`src/rtl/qr_offtime_ctrl.sv`:
```
module qr_offtime_ctrl #(
  parameter int TICK_DIV = 5000000,
  parameter int CNT_W    = 4
) (
  input  logic clk,
  input  logic rst_n,
  input  logic fb_low_i,
  input  logic fb_high_i,
  input  logic fb_over_i,
  input  logic demag_i,
  input  logic zc_i,
  input  logic ilim_i,
  output logic gate_o
);
  localparam int PRE_W = (TICK_DIV > 2) ? $clog2(TICK_DIV) : 1;
  localparam logic [PRE_W-1:0] PRE_LAST = PRE_W'(TICK_DIV - 1);
  localparam logic [CNT_W-1:0] CNT_MIN = CNT_W'(1);
  localparam logic [CNT_W-1:0] CNT_MAX = '1;

  typedef enum logic [1:0] {ST_WAIT, ST_COUNT, ST_ON} state_t;

  logic [PRE_W-1:0] pre;
  logic             tick;
  logic             flg_lo, flg_hi;
  logic [CNT_W-1:0] skip_cnt;
  logic [CNT_W-1:0] zc_cnt;
  logic [CNT_W-1:0] zc_nxt;
  state_t           state;

  assign tick   = (pre == PRE_LAST);
  assign zc_nxt = zc_cnt + CNT_W'(1);

  always_ff @(posedge clk) begin
    if (!rst_n) pre <= '0;
    else        pre <= tick ? '0 : pre + PRE_W'(1);
  end

  always_ff @(posedge clk) begin
    if (!rst_n || tick) begin
      flg_lo <= 1'b0;
      flg_hi <= 1'b0;
    end else begin
      flg_lo <= flg_lo | fb_low_i;
      flg_hi <= flg_hi | fb_high_i;
    end
  end

  always_ff @(posedge clk) begin
    if (!rst_n || fb_over_i) begin
      skip_cnt <= CNT_MIN;
    end else if (tick) begin
      if (flg_hi) begin
        if (skip_cnt != CNT_MIN) skip_cnt <= skip_cnt - CNT_W'(1);
      end else if (flg_lo) begin
        if (skip_cnt != CNT_MAX) skip_cnt <= skip_cnt + CNT_W'(1);
      end
    end
  end

  always_ff @(posedge clk) begin
    if (!rst_n) begin
      state  <= ST_WAIT;
      zc_cnt <= '0;
      gate_o <= 1'b0;
    end else begin
      case (state)
        ST_WAIT: if (demag_i) begin
          state  <= ST_COUNT;
          zc_cnt <= '0;
        end
        ST_COUNT: if (zc_i) begin
          if (zc_nxt >= skip_cnt) begin
            state  <= ST_ON;
            gate_o <= 1'b1;
            zc_cnt <= '0;
          end else begin
            zc_cnt <= zc_nxt;
          end
        end
        ST_ON: if (ilim_i) begin
          state  <= ST_WAIT;
          gate_o <= 1'b0;
        end
        default: state <= ST_WAIT;
      endcase
    end
  end
endmodule

```
`config.mk`:
```
export PLATFORM = sky130hd
export DESIGN_NAME = qr_offtime_ctrl
export DESIGN_NICKNAME = d
export VERILOG_FILES = /design/src/rtl/qr_offtime_ctrl.sv
export SDC_FILE = /design/constraint.sdc
export NUM_CORES = 1
export LEC_CHECK = 0
export BUFFER_PORTS_ARGS = -buffer_cell sky130_fd_sc_hd__clkbuf_2
export CAP_MARGIN = 20
export CORE_MARGIN = 1.5
export CORE_UTILIZATION = 55
export CTS_CLUSTER_DIAMETER = 30
export DETAILED_ROUTE_END_ITERATION = 7
export HOLD_SLACK_MARGIN = 0.03
export PLACE_DENSITY = 0.84
export SYNTH_ARGS = -nofsm -noshare
export SYNTH_HDL_FRONTEND = slang
export SYNTH_SLANG_ARGS = --single-unit
```
`constraint.sdc`:
```
create_clock -name clk -period 3.8 [get_ports clk]
set_input_delay 1.14 -clock clk [delete_from_list [all_inputs] [get_ports clk]]
set_output_delay 1.14 -clock clk [all_outputs]
set_load 0.01 [all_outputs]
```
==> results.txt <==
----------------------------------------------------
[CTS]
  Buffer cell driving the clock tree root ... clkbuf_4
  CTS tree ... built
  Worst-path clk slew ... 0.10 ns
  Source-to-sink clock delay at the later pin of the worst-skew pair ... 0.34 ns
  Clock Tree Buf Depth ... 2
  CTS buffer count ... 5
  Number of levels in the clock H-tree ... 2
  Post-CTS setup-driven buffer insertion count ... 0
  Number of gates given a new drive strength after cts ... 0
  Total number of clock tree sinks ... 36
  CTS Hold Buffers Added ... 0

[Power]
  Internal power component ... 0.4860 mW
  Share of power burned in the clock network ... 33.5%
  Sequential share of power ... 61.1%
  Power density normalized to cell area ... 313.9 nW/µm²
  Post-layout total power ... 0.6395 mW
  Switching power summed over all nets ... 0.1534 mW
  Switching share of total power ... 23.99%
  Gate power share ... 5.3%
  Leakage power total ... 0.7143 nW
  Largest vdd supply drop ... 0.0002051 V

[Synthesis]
  Synth area leader ... dfxtp_1
  Fraction of synthesized cell area taken by the top area cell type ... 37.92%
  Synthesized netlist cell count ... 224
  Mean instance size in the synthesized netlist ... 8.485 µm²
  Total of flip-flops plus latches after synthesis ... 36
  Combined area of all synthesized cells ... 1901 µm²
  Most area-consuming cells after synthesis ... dfxtp_1 (38%), ha_1 (5.9%), nor2_1 (4.3%)
  Primary FF master, synth ... dfxtp_1
  Distinct cell type count after synthesis ... 39
  Post-synthesis sequential area ratio ... 37.92%
  Fraction of synthesis flops using an asynchronous set or reset pin ... 0%
  Mapped Nets ... 241
  Number of flops mapped to enable cells by yosys ... 0
  Yosys Warn Count ... 0

[Floorplan]
  Vertical die dimension ... 61.79 µm
  Die area ... 3817 µm²
  Core region area ... 3337 µm²
  Effective utilization at floorplan ... 56.96%
  Boundary Pins ... 9
  Overall die width ... 61.79 µm
  Std-Cell Rows ... 21

[GRT]
  Antenna violations before repair ... 0
  Largest net degree at the start of global routing ... 26
  GR Util All Layers ... 20.75%
  Wire length of the first global-routing pass ... 5858 µm
  Gr ovfl total ... 0
  Number of global-route vias before repair ... 1357

[Finish]
  Top library cells by usage in the layout, fill and taps aside ... dfxtp_1 (36), nor2_1 (22), nand2_1 (16)
  Layout cell share with drive strength beyond 1 ... 9.362%
  Ant. Diodes ... 0
  Layout area overhead ... 7.176%
  Most common cell after layout, fill and taps aside ... dfxtp_1
  Final net count ... 251
  Fillers ... 318

[Timing]
  Part of the cycle the worst path needs ... 63.87%
  Highest achievable clock rate ... 412.0 MHz
  Setup-violating endpoint count in the final report ... 0
  Skew final ... 0.002333 ns
  Setup repair after global routing missed its margin ... false
  Count of endpoints failing hold in the final timing report ... 0
  Min Clock Period, post-route ... 2.427 ns
  Total Negative Setup Slacks ... 0 ns
  Headroom to the max-slew limit ... 35.12%
  Slew of the pin with the lowest slew margin ... 0.9731 ns
  Number of max-slew violations in the final report ... 0

[Critical path]
  Critical Path Sink Type ... register
  Worst path buffer plus inverter count ... 0
  Maximum single-stage delay on the critical path ... 0.78 ns
  Cell with the largest stage delay on the worst path ... o21ai_2
  Top Family by Delay on Critical Path ... simple AND/OR/NAND/NOR gates
  Cell Chain, Critical Path ... ha_1 > nand4_4 > or4_1 > o21ai_2 > nor2_1
  Critical path class ... reg -> reg
  CP required ... 4.00 ns
  Startpoint types ... register
  Register-to-Register Path Depth ... 5
  Maximum net fanout on the critical path ... 25
  Number of stages on the worst setup path ... 5
  CP arrival ... 2.62 ns

[Status]
  Result of the run ... finished clean

[Drt]
  DRC marker count from the first detailed-route iteration ... 124
  Avg Vias per Cell ... 5.840
  WL per Instance ... 13.10 µm
  Number of optimization iterations in the first detailed-route pass ... 4
  DRC ... 0
  Via count ... 1641
  Routed wire length ... 3681 µm
  Remaining number of nets flagged by the antenna check after routing ... 0

[Placement]
  HPWL after detailed placement ... 2573 µm
  Placer's final routability congestion estimate ... 0.8536
  Count of buffers from port buffering ... 8

[Hold path]
  Hold Crit Depth ... 2
  Hold crit path type ... reg -> reg

[Run]
  Number of max-cap violations ... 0

----------------------------------------------------
power by group through the flow:
stage	Clock, mW	Combinational [mW]	Sequential (mW)
after floorplan	0	0.0251	0.397
after detailed placement	0	0.0340	0.399
after CTS	0.224	0.0343	0.391
final	0.214	0.0342	0.391
after global routing	0.237	0.0389	0.392
after global placement	0	0.0333	0.399
flip-flops by register name, indices dropped and copies added (netlist names):
name and cells:
pre 23, zc_cnt 4, state 2, flg_lo 1, gate_o 1, skip_cnt 4, flg_hi 1
layout make-up:
type / count / area (µm²) / share of cell area, %
multi-input combinational: 171 / 1112 / 54.61
clock buffer: 6 / 51.30 / 2.518
inverter: 12 / 45.04 / 2.211
tap: 46 / 57.56 / 2.826
clock inverter: 2 / 10.01 / 0.4914
sequential: 36 / 720.7 / 35.38
timing repair buffer: 8 / 40.04 / 1.966
stage by stage:
stage          instance area (µm²)  utilization (%)  hold slack [ns]  worst slack (ns)  instances
6_report                      2037            61.04           0.4810             1.373        281
5_1_grt                       2037            61.04           0.5151             1.123        281
4_1_cts                       2037            61.04           0.4823             1.340        281
3_5_place_dp                  1976            59.21           0.4476             1.367        273
3_3_place_gp                  1976            59.21           0.4417             1.440        273
2_1_floorplan                 1901                -           0.4261             1.842        224
final timing paths:
kind	start	to	slack, ns
setup / recovery	pre[0]	pre[2]	1.37
hold / removal	flg_lo	flg_lo	0.48
setup reg to reg	pre[0]	pre[2]	1.37
hold reg to reg	flg_lo	flg_lo	0.48
worst reg2reg max path: cells and delay by family (launching register included):
kind	cells	cell delay [ns]
AND/OR/NAND/NOR	3	0.86
AO/OA/AOI/OAI	1	0.78
flip-flops	1	0.39
adder cells (fa/ha/maj)	1	0.26
routing by layer:
layer | vias up | global-route usage, % | routed length (µm)
met5 | - | 0 | 0
met4 | 0 | 5.471 | 33
met3 | 5 | 6.832 | 137
met2 | 32 | 34.44 | 1712
met1 | 754 | 25.99 | 1797
li1 | 850 | - | -
cells by family (layout without fill, tap and decap cells):
logic type               count (synthesis)  in the layout  share of synthesized area, %
flip-flops                              36             36                         37.92
adder cells (fa/ha/maj)                  9              9                         5.925
multiplexers                             2              2                         1.053
AO/OA/AOI/OAI                           44             44                         14.81
AND/OR/NAND/NOR                        102            102                         30.28
XOR/XNOR                                14             14                         6.452
buffers and inverters                   17             28                         3.555
cells in the mapped netlist, types with 2 or more instances:
cell and n:
mux2i_1 2, nand3_1 8, o21ai_0 10, a21boi_0 3
nor2b_1 2, a21oi_1 14, a31o_2 3, or4_1 9
clkbuf_1 2, o211ai_1 3, o2111ai_1 2, o31ai_1 3
buf_2 3, nand2b_1 3, nor2_1 22, or3_1 8
nor3_1 4, xnor2_1 7, nand2_1 16, nand4_1 9
xor2_1 7, and4b_1 2, ha_1 9, and3_1 5
inv_1 12, a31oi_1 3, dfxtp_1 36, nor4_1 6
Power figures use the tool's default switching activity.
